[src/rtl/cal_pkg.sv]
package cal_pkg;

   localparam int unsigned MONTHS_PER_YEAR = 12;
   localparam int unsigned MONTH_W         = $clog2(MONTHS_PER_YEAR + 1);
   localparam int unsigned DAY_BIN_W       = 6;

   typedef logic [MONTH_W-1:0]   month_t;
   typedef logic [DAY_BIN_W-1:0] day_bin_t;

   typedef struct packed {
      logic [1:0] tens;
      logic [3:0] units;
   } bcd_day_t;

   localparam bcd_day_t DAY_FIRST = '{tens: 2'd0, units: 4'd1};
   localparam month_t   MONTH_FIRST = month_t'(1);
   localparam month_t   MONTH_LAST  = month_t'(MONTHS_PER_YEAR);

   // number of days in a month, given the leap flag
   function automatic day_bin_t month_len(input month_t m, input logic leap);
      day_bin_t len;
      case (m)
         month_t'(2):                                 len = leap ? day_bin_t'(29) : day_bin_t'(28);
         month_t'(4), month_t'(6), month_t'(9),
         month_t'(11):                                len = day_bin_t'(30);
         default:                                     len = day_bin_t'(31);
      endcase
      return len;
   endfunction

   function automatic day_bin_t bcd_value(input bcd_day_t d);
      return day_bin_t'(d.tens) * day_bin_t'(10) + day_bin_t'(d.units);
   endfunction

endpackage

[src/rtl/cal_day_ctr.sv]
module cal_day_ctr
   import cal_pkg::*;
(
   input  logic     clk,
   input  logic     rst_n,
   input  logic     mclr_i,
   input  logic     step_i,
   input  day_bin_t limit_i,
   output bcd_day_t day_o,
   output logic     at_limit_o
);

   bcd_day_t day_q, day_d;
   day_bin_t day_val;

   assign day_val    = bcd_value(day_q);
   assign at_limit_o = (day_val >= limit_i);

   always_comb begin
      day_d = day_q;
      if (mclr_i) begin
         day_d = DAY_FIRST;
      end else if (step_i) begin
         if (at_limit_o) begin
            day_d = DAY_FIRST;
         end else if (day_q.units == 4'd9) begin
            day_d.units = 4'd0;
            day_d.tens  = day_q.tens + 2'd1;
         end else begin
            day_d.units = day_q.units + 4'd1;
         end
      end
   end

   always_ff @(posedge clk or negedge rst_n) begin
      if (!rst_n) day_q <= DAY_FIRST;
      else        day_q <= day_d;
   end

   assign day_o = day_q;

   p_day_nonzero_r3: assert property (@(posedge clk) disable iff (!rst_n)
      !(day_q.tens == 2'd0 && day_q.units == 4'd0));

   p_units_bcd_r2: assert property (@(posedge clk) disable iff (!rst_n)
      day_q.units <= 4'd9);

   p_tens_carry_r2: assert property (@(posedge clk) disable iff (!rst_n)
      (!mclr_i && step_i && !at_limit_o && day_q.units == 4'd9)
      |=> (day_q.units == 4'd0 && day_q.tens == $past(day_q.tens) + 2'd1));

   p_wrap_to_one_r3: assert property (@(posedge clk) disable iff (!rst_n)
      (!mclr_i && step_i && at_limit_o) |=> (day_q == DAY_FIRST));

   p_clear_day_r11: assert property (@(posedge clk) disable iff (!rst_n)
      mclr_i |=> (day_q == DAY_FIRST));

endmodule

[src/rtl/cal_month_ctr.sv]
module cal_month_ctr
   import cal_pkg::*;
#(
   parameter bit LEAP_EN = 1'b1
)(
   input  logic     clk,
   input  logic     rst_n,
   input  logic     mclr_i,
   input  logic     adv_i,
   input  logic     leap_tgl_i,
   output month_t   month_o,
   output logic     leap_o,
   output day_bin_t limit_o
);

   month_t month_q, month_d;
   logic   year_wrap;

   assign year_wrap = adv_i && (month_q == MONTH_LAST);

   always_comb begin
      month_d = month_q;
      if (mclr_i)         month_d = MONTH_FIRST;
      else if (year_wrap) month_d = MONTH_FIRST;
      else if (adv_i)     month_d = month_q + month_t'(1);
   end

   always_ff @(posedge clk or negedge rst_n) begin
      if (!rst_n) month_q <= MONTH_FIRST;
      else        month_q <= month_d;
   end

   generate
      if (LEAP_EN) begin : g_leap
         logic leap_q, leap_d;

         always_comb begin
            leap_d = leap_q;
            if (mclr_i || year_wrap) leap_d = 1'b0;
            else if (leap_tgl_i)     leap_d = ~leap_q;
         end

         always_ff @(posedge clk or negedge rst_n) begin
            if (!rst_n) leap_q <= 1'b0;
            else        leap_q <= leap_d;
         end

         assign leap_o = leap_q;

         p_leap_flip_r6: assert property (@(posedge clk) disable iff (!rst_n)
            (leap_tgl_i && !mclr_i && !year_wrap) |=> (leap_q != $past(leap_q)));

         p_leap_year_clear_r5: assert property (@(posedge clk) disable iff (!rst_n)
            (year_wrap && !mclr_i) |=> !leap_q);
      end else begin : g_no_leap
         logic unused_tgl;
         assign unused_tgl = leap_tgl_i;
         assign leap_o     = 1'b0;
      end
   endgenerate

   assign limit_o = month_len(month_q, leap_o);
   assign month_o = month_q;

   p_month_range_r5: assert property (@(posedge clk) disable iff (!rst_n)
      (month_q >= MONTH_FIRST) && (month_q <= MONTH_LAST));

   p_year_wrap_r5: assert property (@(posedge clk) disable iff (!rst_n)
      (year_wrap && !mclr_i) |=> (month_q == MONTH_FIRST));

   p_month_step_r3: assert property (@(posedge clk) disable iff (!rst_n)
      (adv_i && !mclr_i && month_q != MONTH_LAST) |=> (month_q == $past(month_q) + month_t'(1)));

endmodule

[src/rtl/cal_wday_ctr.sv]
module cal_wday_ctr #(
   parameter int unsigned WEEK_LEN = 7,
   localparam int unsigned WDW     = (WEEK_LEN > 1) ? $clog2(WEEK_LEN) : 1
)(
   input  logic           clk,
   input  logic           rst_n,
   input  logic           mclr_i,
   input  logic           step_i,
   output logic [WDW-1:0] wday_o
);

   localparam logic [WDW-1:0] WDAY_LAST = WDW'(WEEK_LEN - 1);

   initial begin
      assert (WEEK_LEN >= 2 && WEEK_LEN <= 8)
         else $error("cal_wday_ctr: WEEK_LEN must lie in 2..8");
   end

   logic [WDW-1:0] wday_q, wday_d;

   always_comb begin
      wday_d = wday_q;
      if (mclr_i)                            wday_d = '0;
      else if (step_i && wday_q == WDAY_LAST) wday_d = '0;
      else if (step_i)                       wday_d = wday_q + WDW'(1);
   end

   always_ff @(posedge clk or negedge rst_n) begin
      if (!rst_n) wday_q <= '0;
      else        wday_q <= wday_d;
   end

   assign wday_o = wday_q;

   p_wday_range_r9: assert property (@(posedge clk) disable iff (!rst_n)
      wday_q <= WDAY_LAST);

   p_wday_wrap_r9: assert property (@(posedge clk) disable iff (!rst_n)
      (step_i && !mclr_i && wday_q == WDAY_LAST) |=> (wday_q == '0));

   p_wday_clear_r11: assert property (@(posedge clk) disable iff (!rst_n)
      mclr_i |=> (wday_q == '0));

endmodule

[src/rtl/cal_core.sv]
module cal_core
   import cal_pkg::*;
#(
   parameter int unsigned WEEK_LEN = 7,
   parameter bit          LEAP_EN  = 1'b1,
   localparam int unsigned WDW     = (WEEK_LEN > 1) ? $clog2(WEEK_LEN) : 1
)(
   input  logic           clk,
   input  logic           rst_n,
   input  logic           mclr_i,
   input  logic           day_tick_i,
   input  logic           set_day_i,
   input  logic           set_mon_i,
   input  logic           set_wday_i,
   input  logic           leap_tgl_i,
   output logic [1:0]     day_tens_o,
   output logic [3:0]     day_units_o,
   output logic [3:0]     month_o,
   output logic [WDW-1:0] wday_o,
   output logic           leap_o
);

   initial begin
      assert (MONTH_W == 4) else $error("cal_core: month field width mismatch");
   end

   logic     any_set;
   logic     tick_ok;
   logic     day_at_limit;
   logic     month_carry;
   day_bin_t limit;
   bcd_day_t day;
   month_t   month;

   // a hand-set pulse in the same cycle swallows the day tick
   assign any_set     = set_day_i | set_mon_i | set_wday_i;
   assign tick_ok     = day_tick_i & ~any_set;
   // only a real day tick may carry into the month, never a hand-set day
   assign month_carry = tick_ok & day_at_limit;

   cal_day_ctr u_day (
      .clk        (clk),
      .rst_n      (rst_n),
      .mclr_i     (mclr_i),
      .step_i     (set_day_i | tick_ok),
      .limit_i    (limit),
      .day_o      (day),
      .at_limit_o (day_at_limit)
   );

   cal_month_ctr #(.LEAP_EN(LEAP_EN)) u_month (
      .clk        (clk),
      .rst_n      (rst_n),
      .mclr_i     (mclr_i),
      .adv_i      (set_mon_i | month_carry),
      .leap_tgl_i (leap_tgl_i),
      .month_o    (month),
      .leap_o     (leap_o),
      .limit_o    (limit)
   );

   cal_wday_ctr #(.WEEK_LEN(WEEK_LEN)) u_wday (
      .clk    (clk),
      .rst_n  (rst_n),
      .mclr_i (mclr_i),
      .step_i (set_wday_i | tick_ok),
      .wday_o (wday_o)
   );

   assign day_tens_o  = day.tens;
   assign day_units_o = day.units;
   assign month_o     = month;

   p_set_day_no_carry_r7: assert property (@(posedge clk) disable iff (!rst_n)
      (set_day_i && !set_mon_i && !mclr_i) |=> (month_o == $past(month_o)));

   p_set_mon_keeps_day_r8: assert property (@(posedge clk) disable iff (!rst_n)
      (set_mon_i && !set_day_i && !mclr_i)
      |=> (day_tens_o == $past(day_tens_o) && day_units_o == $past(day_units_o)));

   p_tick_yields_r10: assert property (@(posedge clk) disable iff (!rst_n)
      (day_tick_i && set_wday_i && !set_day_i && !set_mon_i && !mclr_i)
      |=> (day_units_o == $past(day_units_o) && month_o == $past(month_o)));

   p_month_end_carry_r3: assert property (@(posedge clk) disable iff (!rst_n)
      (day_tick_i && !any_set && !mclr_i && day_at_limit)
      |=> (day_tens_o == 2'd0 && day_units_o == 4'd1 && month_o != $past(month_o)));

   p_clear_all_r11: assert property (@(posedge clk) disable iff (!rst_n)
      mclr_i |=> (month_o == 4'd1 && !leap_o));

endmodule

[config.mk]
export PLATFORM = sky130hd
export DESIGN_NAME = cal_core
export DESIGN_NICKNAME = d
export VERILOG_FILES = /design/src/rtl/cal_pkg.sv /design/src/rtl/cal_day_ctr.sv /design/src/rtl/cal_month_ctr.sv /design/src/rtl/cal_wday_ctr.sv /design/src/rtl/cal_core.sv
export SDC_FILE = /design/constraint.sdc
export NUM_CORES = 1
export LEC_CHECK = 0
export CORE_MARGIN = 4
export CORE_UTILIZATION = 35
export DETAILED_ROUTE_END_ITERATION = 12
export PLACE_DENSITY = 0.69
export SYNTH_ARGS = -nofsm -noshare
export SYNTH_HDL_FRONTEND = slang
export SYNTH_SLANG_ARGS = --single-unit
export TNS_END_PERCENT = 5
[constraint.sdc]
create_clock -name clk -period 2.3 [get_ports clk]
set_input_delay 0.23 -clock clk [delete_from_list [all_inputs] [get_ports clk]]
set_output_delay 0.23 -clock clk [all_outputs]
set_load 0.05 [all_outputs]
* Yosys cells after proc, flatten, opt, wreduce, memory -nomap -nowiden
Index checks and enable logic that the tools add are counted.
Storage, ports and cells: flip-flop bits (word level) 14, logic and storage cells 54
Operators by class: add/subtract/negate cells 5, $mul 1, magnitude comparators 1, equality and inequality tests 8, mux-type cells 15, bitwise operators 9, reductions and logical operators 10
Operator list (number):
- $mux W6 | 3
- $eq A4 B4 Y1 const B | 4
- $mux W4 | 4
- $pmux W6 S2 | 1
- $mux W3 | 3
- $reduce_bool A3 Y1 | 3
- $add A4 B1 Y4 const B | 2
- $eq A4 B3 Y1 const B | 2
- $add A6 B4 Y6 | 1
- $ge A6 B6 Y1 | 1
- $mul A2 B3 Y5 const B | 1
- $or A1 B1 Y1 | 5
- $eq A4 B2 Y1 const B | 1
- $reduce_bool A2 Y1 | 2
- $reduce_or A4 Y1 | 1
- $add A3 B1 Y3 const B | 1
- $eq A3 B3 Y1 const B | 1
- $mux W1 | 3
- $add A2 B1 Y2 const B | 1
- $and A1 B1 Y1 | 2
- $logic_and A1 B1 Y1 | 2
- $mux W2 | 1
- $not A1 Y1 | 2
- $reduce_and A2 Y1 | 1
- $logic_or A1 B1 Y1 | 1

* Logic depth before layout (Yosys ltp)
Gate-level depths: netlist of the first run.
depth in word-level cells 9, mapped depth 12, mapped depth without buffers 12

* By module
Synthesis of the first run repeated with hierarchy kept, for this count alone.
Unflattened totals: cell total of the unflattened synthesis 137, area, all modules 1194.9 µm²
Modules (own cells, without submodules):
- cal_day_ctr | instances 1, cells an instance 73, area an instance 630.6 µm², seq. area each 151.4 µm²
- cal_month_ctr | instances 1, cells an instance 43, area an instance 362.8 µm², seq. area each 126.4 µm²
- cal_wday_ctr | instances 1, cells an instance 16, area an instance 167.7 µm², seq. area each 75.1 µm²
- cal_core | instances 1, cells an instance 5, area an instance 33.8 µm², seq. area each 0.0 µm²

* Worst setup path after synthesis of the first run
No wires, ideal clock.
kind register to register, start register u_month.month_q[0] (netlist: u_month.month_o[0]), end register u_day.day_q (netlist bit u_day.day_o[1]), setup time 92 ps, arrival time 2666 ps, data required time 2208 ps, setup slack -458 ps, cell stages (with the launch flop) 13, buffers on the path 0, path through dfstp_2 -> inv_1 -> ha_1 -> o21ai_0 -> o21ai_0 -> o21ai_0 -> ha_1 -> nand2b_1 -> a21o_1 -> a41oi_2 -> and2b_2 -> nand2_2 -> o31ai_2
Between the ends: longest elaborated chain between the ends 7
RTL lines:
- start, declared | RTL line cal_month_ctr.sv:16 | month_t month_q, month_d;
- start signal, assigned | RTL line cal_month_ctr.sv:30 | else month_q <= month_d;
- $eq A4 B3 Y1 or $eq A4 B4 Y1 (tied branches) | RTL line cal_pkg.sv:22 | case (m)
- $reduce_or A4 Y1 | RTL line cal_pkg.sv:22
- $pmux W6 S2 (*) | RTL line cal_pkg.sv:22
- $ge A6 B6 Y1 (*) | RTL line cal_day_ctr.sv:17 | assign at_limit_o = (day_val >= limit_i);
- $mux W6 (*) | RTL line cal_day_ctr.sv:24 | if (at_limit_o) begin
- $mux W6 (*) | RTL line cal_day_ctr.sv:23 | end else if (step_i) begin
- $mux W6 (*) | RTL line cal_day_ctr.sv:21 | if (mclr_i) begin
- end signal, assigned | RTL line cal_day_ctr.sv:37 | else day_q <= day_d;
- end, declared | RTL line cal_day_ctr.sv:13 | bcd_day_t day_q, day_d;
Mark *: on every way between the ends. The rest lies on a longest branch, timed or not. The select of a mux whose other input is x is not followed. A chain may end at the register's enable or synchronous reset.

* Final worst setup path of the first run
Same ends and word-level chain as after synthesis.

==> results of run 1 <==
[metrics by stage]
step | hold WS (ns) | cells | TNS, ns | setup WS, ns | util, %
finish | 0.345 | 185 | -1.63 | -0.218 | 53.7
global route | 0.379 | 185 | -3.25 | -0.385 | 53.7
CTS | 0.370 | 185 | -1.70 | -0.222 | 53.1
detailed placement | 0.588 | 180 | -1.61 | -0.224 | 50.9
global placement | 0.570 | 180 | -1.21 | -0.168 | 50.9
floorplan | -0.0656 | 113 | -1.49 | -0.223 | -
[layer usage]
metal  vias up  track usage [%]
li1        495                -
met1       450             15.7
met2        26             24.1
met3         2             2.52
met4         0             3.31
met5         -                0
[power breakdown]
part | switching (mW) | internal (mW) | total (mW) | leakage, nW
clock network | 0.0892 | 0.0963 | 0.186 | 0.0210
registers | 0.0279 | 0.279 | 0.307 | 0.179
logic | 0.245 | 0.178 | 0.423 | 0.468
[flip-flops by register name (all words and copies together) (netlist names)]
register,cells
u_month.leap_o,1
u_day.day_o,6
u_month.month_o,4
u_wday.wday_o,3
[cell usage after synthesis, types with 3 or more instances]
master	n
a21o_1	3
a21oi_1	11
dfrtp_1	12
ha_1	13
inv_1	8
nand2_1	5
nand3_1	6
nor2_1	10
nor3_1	4
o21ai_0	8
or3_1	3
[cell type report]
cell class	count	area (sq um)
Timing Repair Buffer	38	342
Sequential cell	14	360
Multi-Input combinational cell	90	697
Inverter	8	32.5
Clock buffer	4	36.3
Fill cell	265	1300
Tap cell	31	38.8
[worst register-to-register path: cells and delay by family (launching register included)]
kind	cells	cell delay, ns
and+or+nand+nor	3	0.46
adders and majority gates	2	0.39
DFF	1	0.66
buffers and inverters	1	0.05
AOI/OAI and AO/OA	6	0.87
[path summary, 6_finish.rpt]
path	start	endpoint	slack, ns
worst min-delay path	rst_n	u_day.day_o[5]	0.35
min in group clk	leap_tgl_i	u_month.leap_o	0.57
worst max-delay path	u_month.month_o[0]	u_day.day_o[1]	-0.22
worst max register to register	u_month.month_o[0]	u_day.day_o[1]	-0.22
max in group asynchronous	rst_n	u_day.day_o[4]	1.48
worst min register to register	u_day.day_o[0]	u_day.day_o[0]	0.59
[logic make-up (layout without fill, tap and decap cells)]
group	Yosys count	after routing	share of synthesized area, %
buffers and inverters	9	50	3.25
xor gates and xnor gates	1	1	0.844
DFF	14	14	34.0
AOI/OAI and AO/OA	34	34	20.6
and+or+nand+nor	39	39	21.8
adders and majority gates	14	14	17.6
muxes	2	2	1.93
[timing repair]
| action | CTS | global route |
|---|---|---|
| hold buffers | 0 | 0 |
| setup endpoints to repair | 11 | 11 |
| pin swaps | 2 | 2 |
| buffers inserted | 1 | 0 |
| gates cloned | 0 | 0 |
| gates resized for setup | 3 | 3 |
==> reports/qor.yml, run 1 <==
run_status:
  status: "complete, but fails checks"
  violations: "negative setup slack"
pwr:
  vdd_ir_drop_max_v: 0.000354
  power_mw: 0.916
  power_density_nw_per_um2: 608
  p_leak_nw: 0.668
critical_path:
  path_class: "reg2reg"
  arrival_ns: 2.71
  cpPeakStageDelay_ns: 0.66
  endpoint_kind: "flop"
  reg2reg_depth: 12
  crit_chain: "inv_4, ha_4, o21ai_1, o21ai_1, o21ai_1, ha_1, nand2b_4, a21o_1, a41oi_2, and2b_2, nand2_4, o31ai_2"
  timing.critical_path.buf_inv: 1
  crit_family: "compound AO/OA/AOI/OAI gates"
  path_max_fanout: 5
  critPathSlowestCell: "dfstp_4"
  setup.worst_path.start_class: "flop"
  cp.depth: 12
  worst_path_most_repeated_cell: "o21ai_1"
  crit_required_ns: 2.50
timing:
  timing.final.crit_share_pct: 109
  slew_headroom_pct: 39.3
  slew_viol_final: 0
  finalWorstSetupSlack_ns: -0.218
  period_minus_slack_ns: 2.52
  tightest_slew_ns: 0.903
  rsz0062_at_grt: "yes"
  fin_skew_ns: 0.00625
  setup_violations: 10
  fmax_mhz: 397
  hold_viol_final: 0
clock_tree:
  clockRootBuffer: "clkbuf_4"
  cts.sinks: 14
  cts_tree: "done"
  numCtsBuffers: 3
  worstSkewPairLatency_ns: 0.29
  clkSlewWorstSetupHoldPaths_ns: 0.10
  clock_path_buffers: 2
  h-tree-depth: 1
drt:
  via_per_inst: 5.26
  wire_per_inst_um: 13.6
  m1WireLength_um: 1140
  wl_um: 2520
  drc: 0
  drtAntennaViolNets: 0
  routed.top_layer: "met4"
  dr.pass1.iters: 4
  route.met2.wl_um: 1270
  drt_iter0_markers: 20
  vias: 973
  wl_met3_um: 94
placement:
  dpl_cell_area_sq_um: 1430
  io_buffers: 21
  routabilityCongestion: 0.733
  hpwl_um: 1870
synth:
  async_reset_ff_share_pct: 100
  synth_cells: 113
  synth_area_leader_cell: "dfrtp_1"
  synth_area_leaders: "dfrtp_1 29%, ha_1 16%, a21oi_1 5.3%, dfstp_2 5.1%, o21ai_0 3.9%"
  yosysUniqueCellTypes: 34
  synth.top_cell.area_share_pct: 28.9
  synth-edff-count: 0
  yosysWarnings: 0
  synth.net_count: 135
  postSynthAreaPerCell_sq_um: 9.19
  ys_seq_area_share_pct: 34.0
  syn_area_sq_um: 1040
  ys.flop_type: "dfrtp_1"
  synth-seq-cells: 14
global_route:
  track_usage_pct: 13.2
  grt_max_degree: 15
  grt_pass1_vias: 951
  grt.overflow.total: 0
  antenna_found_initial: 0
  grt_pass1_wl_um: 4190
job:
  maxCapViolations: 0
floorplanning:
  io_pins: 22
  die_w_um: 62.5
  start_util_pct: 37.0
  rows: 19
  die_y_um: 62.5
  core_sq_um: 2810
  die_area_sq_um: 3900
layout:
  design_area_sq_um: 1510
  layout_commonest_cell: "clkdlybuf4s50_1"
  syn2layout_area_growth_pct: 45.1
  final_cell_mix: "21 x clkdlybuf4s50_1, 16 x buf_4, 11 x a21oi_1, 11 x ha_1, 10 x nor2_1"
  drive_gt1_share_pct: 24.0
  final_nets: 177
  n_antenna_cell: 0
min_path:
  hp-class: "in2async"
(Power assumes the default switching activity.)
==> inputs of run 2 (changes only) <==
Settings changed: SKIP_LAST_GASP from default to 1.
==> run 2 against run 1 <==
The flow still finishes with violations (negative setup slack). Worst hold slack about the same. Clock power about the same. Sequential cell count unchanged. Non-clock buffer count is the same. Combinational power down 2%. Critical path type unchanged.
==> reports/qor.yml, run 2 (synthesized netlist as in run 1, its figures left out) <==
clock_tree:
  numCtsBuffers: 3
  clockRootBuffer: "clkbuf_4"
  cts_tree: "done"
  worstSkewPairLatency_ns: 0.28
  cts.sinks: 14
  hold_buffers: 0
  clkSlewWorstSetupHoldPaths_ns: 0.10
  clock_path_buffers: 2
  h-tree-depth: 1
floorplanning:
  core_sq_um: 2810
  start_util_pct: 37.0
  die_y_um: 62.5
  io_pins: 22
  die_w_um: 62.5
  rows: 19
  die_area_sq_um: 3900
critical_path:
  path_max_fanout: 5
  crit_required_ns: 2.51
  reg2reg_depth: 13
  reg2reg_from: "u_month.month_o[0]"
  endpoint_kind: "flop"
  endpoint: "u_day.day_o[3]"
  cp-startpoint: "u_month.month_o[0]"
  arrival_ns: 2.74
  r2r-end: "u_day.day_o[3]"
  reg2reg_slack_ns: -0.23
  path_class: "reg2reg"
  setup.worst_path.start_class: "flop"
timing:
  fmax_mhz: 396
  hold_viol_final: 0
  holdWs_ns: 0.345
  setup_tns_ns: -1.71
  tightest_slew_ns: 0.898
  slew_headroom_pct: 39.6
  slew_viol_final: 0
  timing.final.crit_share_pct: 110
  fin_skew_ns: 0.00615
  period_minus_slack_ns: 2.53
  finalWorstSetupSlack_ns: -0.226
  rsz0062_at_grt: "yes"
  setup_violations: 11
global_route:
  antenna_found_initial: 0
  grt_pass1_wl_um: 4160
  track_usage_pct: 13.0
  grt_max_degree: 15
  grt_pass1_vias: 952
  grt.overflow.total: 0
layout:
  n_antenna_cell: 0
  final_nets: 177
  syn2layout_area_growth_pct: 42.4
  largest_reg_flops: 6
  drive_gt1_share_pct: 23.4
  num-fill-cells: 272
  layout.cells.non_filler: 185
  final_util_pct: 52.7
  design_area_sq_um: 1480
  layout_commonest_cell: "clkdlybuf4s50_1"
  final_cell_mix: "21 x clkdlybuf4s50_1, 17 x buf_4, 11 x a21oi_1, 11 x ha_1, 10 x nor2_1"
drt:
  drtAntennaViolNets: 0
  via_per_inst: 5.15
  drc: 0
  vias: 952
  drt_iter0_markers: 25
  wl_um: 2470
  dr.pass1.iters: 4
  wire_per_inst_um: 13.4
pwr:
  power_mw: 0.906
  p_leak_nw: 0.658
  power_density_nw_per_um2: 613
  vdd_ir_drop_max_v: 0.000352
min_path:
  hp-class: "in2async"
placement:
  pre_cts_ws_ns: -0.224
  post-place-cells: 180
  routabilityCongestion: 0.733
  dpl_cell_area_sq_um: 1430
  io_buffers: 21
  hpwl_um: 1870
run_status:
  status: "complete, but fails checks"
  violations: "negative setup slack"
job:
  maxCapViolations: 0
run 2: layout make-up:
cell class	count	area, sq um	area share, %
Tap cell	31	38.8	2.62
Clock buffer	4	36.3	2.45
Sequential cell	14	360	24.4
Inverter	8	32.5	2.20
Multi-Input combinational cell	90	673	45.5
Timing Repair Buffer	38	338	22.8
run 2: routing by layer:
metal / up-vias / track usage, % / routed length [um] / share of wire (%)
li1: 495 / - / - / -
met1: 439 / 15.5 / 1130 / 46
met2: 18 / 23.7 / 1250 / 51
met3: 0 / 2.52 / 84 / 3.4
met4: 0 / 3.31 / 0 / 0
met5: - / 0 / 0 / 0
run 2: worst min path at each step:
stage | from | end | slack, ns | depth (start not counted)
6_report | rst_n | u_day.day_o[5] | 0.35 | 1
4_1_cts | rst_n | u_day.day_o[3] | 0.37 | 1
3_3_place_gp | u_wday.wday_o[1] | u_wday.wday_o[1] | 0.57 | 2
5_1_grt | rst_n | u_day.day_o[5] | 0.38 | 1
3_5_place_dp | u_month.leap_o | u_month.leap_o | 0.59 | 2
2_1_floorplan | rst_n | u_day.day_o[1] | -0.07 | 0
run 2: power by group:
group          leakage [nW]  total (mW)  switching (mW)  internal (mW)
clock                0.0210       0.185          0.0886         0.0963
combinational         0.458       0.414           0.242          0.173
sequential            0.179       0.307          0.0281          0.279
run 2: repair_timing:
action	in CTS	in global routing
pin swaps	1	1
setup buffers	1	0
endpoints found under the setup margin	11	11
gates resized for setup	2	0
run 2: critical path, cell delays in order (launching register included):
cell and delay, ns:
dfstp_4 0.66, inv_4 0.05, ha_2 0.17, o21ai_1 0.11, o21ai_1 0.07, o21ai_1 0.12, ha_1 0.23, nand2b_1 0.14
a21o_1 0.18, a41oi_2 0.18, and2b_2 0.24, buf_4 0.13, a22oi_1 0.06, o21ai_1 0.11
==> inputs of run 3 (changes only) <==
Settings changed: PLACE_DENSITY 0.69 to 0.66.
Clock period 2.3 ns to 3.2 ns, I/O delays scaled along.
==> run 3 against run 2 <==
The run now ends clean. First-iteration DRC count is 64% higher. Clock power is 28% lower. Combinational power is 41% lower. Largest cell class unchanged. Highest routed layer is now met4.
==> reports/qor.yml, run 3 (synthesized netlist as in run 1, its figures left out) <==
pwr:
  seqPwrFrac_pct: 37.8
  switching_share_pct: 40.7
  p_leak_nw: 0.584
  power_switching_mw: 0.249
  power_frac_comb_pct: 40.2
  p_int_mw: 0.363
  power_mw: 0.612
  clkPwrFrac_pct: 22.0
  vdd_ir_drop_max_v: 0.000239
  power_density_nw_per_um2: 461
global_route:
  grt_max_degree: 15
  grt_pass1_vias: 877
  track_usage_pct: 12.6
  grt_pass1_wl_um: 4010
  antenna_found_initial: 0
  grt.overflow.total: 0
drt:
  routed.top_layer: "met4"
  wl_met3_um: 96
  via_per_inst: 5.39
  drc: 0
  dr.pass1.iters: 4
  vias: 911
  m1WireLength_um: 1030
  wl_um: 2220
  drtAntennaViolNets: 0
  wire_per_inst_um: 13.1
  drt_iter0_markers: 41
  route.met2.wl_um: 1080
clock_tree:
  clockRootBuffer: "clkbuf_4"
  h-tree-depth: 1
  hold_buffers: 0
  clkSlewWorstSetupHoldPaths_ns: 0.10
  cts_tree: "done"
  worstSkewPairLatency_ns: 0.29
  cts.sinks: 14
  clock_path_buffers: 2
  post_cts_resized: 0
  postCtsSetupRepairBufs: 0
  numCtsBuffers: 3
run_status:
  status: "finished, final reports clean"
floorplanning:
  core_sq_um: 2810
  start_util_pct: 37.0
  die_w_um: 62.5
  rows: 19
  die_y_um: 62.5
  io_pins: 22
  die_area_sq_um: 3900
timing:
  hold_viol_final: 0
  setup_violations: 0
  fin_skew_ns: 0.0144
  fmax_mhz: 371
  finalWorstSetupSlack_ns: 0.501
  setup_tns_ns: 0
  slew_headroom_pct: 55.6
  period_minus_slack_ns: 2.70
  rsz0062_at_grt: "no"
  tightest_slew_ns: 0.664
  slew_viol_final: 0
  timing.final.crit_share_pct: 84.3
critical_path:
  endpoint_kind: "flop"
  path_class: "reg2reg"
  worst_path_most_repeated_cell: "o21ai_0"
  path_max_fanout: 6
  critPathSlowestCell: "dfstp_2"
  cpPeakStageDelay_ns: 0.58
  crit_required_ns: 3.41
  setup.worst_path.start_class: "flop"
  crit_chain: "inv_1, ha_1, o21ai_0, o21ai_0, o21ai_0, ha_1, nand2b_1, a21o_1, a41oi_2, and2b_2, nand2_2, o31ai_2"
  arrival_ns: 2.91
layout:
  n_antenna_cell: 0
  drive_gt1_share_pct: 9.42
  layout_commonest_cell: "clkdlybuf4s50_1"
  final_cell_mix: "21 x clkdlybuf4s50_1, 13 x ha_1, 12 x dfrtp_1"
  final_nets: 161
  syn2layout_area_growth_pct: 27.8
  final_util_pct: 47.3
  largest_reg_flops: 6
placement:
  routabilityCongestion: 0.804
  pre_cts_ws_ns: 0.515
  io_buffers: 21
  hpwl_um: 1690
min_path:
  hp-class: "in2async"
job:
  maxCapViolations: 0
run 3: metrics by stage:
stage                     instances  hold WS [ns]  cell area [sq um]
after global placement          165         0.563               1290
after global routing            169         0.465               1330
after detailed placement        165         0.582               1290
final                           169         0.421               1330
after floorplan                 113        0.0244               1040
after CTS                       169         0.437               1330
run 3: worst paths after layout:
check,start,endpoint,slack (ns),depth (start not counted)
min in group clk,u_day.day_o[0],u_day.day_o[0],0.59,2
setup reg to reg,u_month.month_o[0],u_day.day_o[1],0.50,12
hold reg to reg,u_day.day_o[0],u_day.day_o[0],0.59,2
max in group asynchronous,rst_n,u_month.month_o[2],2.34,1
setup / recovery,u_month.month_o[0],u_day.day_o[1],0.50,12
hold / removal,rst_n,u_day.day_o[5],0.42,1
run 3: critical path, delay by kind of cell, from the launching register on:
family          cells  cell delay, ns
buf+inv             1            0.09
flops               1            0.58
compound gates      6            1.01
simple gates        3            0.46
fa+ha+maj           2            0.48
run 3: power by group through the flow:
stage / Sequential, mW / Clock, mW / Combinational (mW)
floorplan: 0.297 / 0 / 0.101
global route: 0.236 / 0.152 / 0.271
CTS: 0.232 / 0.142 / 0.248
finish: 0.231 / 0.134 / 0.246
global placement: 0.233 / 0 / 0.244
detailed placement: 0.235 / 0 / 0.247
run 3: final cells by class:
class / instances / area (sq um)
fill: 257 / 1480
tap: 31 / 38.8
timing repair buffer: 22 / 218
sequential: 14 / 353
multi-input combinational: 90 / 652
inverter: 8 / 30.0
clock buffer: 4 / 36.3
run 3: layer usage:
layer | GRT usage [%] | vias to the layer above
met4 | 4.13 | 0
li1 | - | 455
met2 | 21.0 | 22
met5 | 0 | -
met1 | 14.8 | 432
met3 | 4.68 | 2
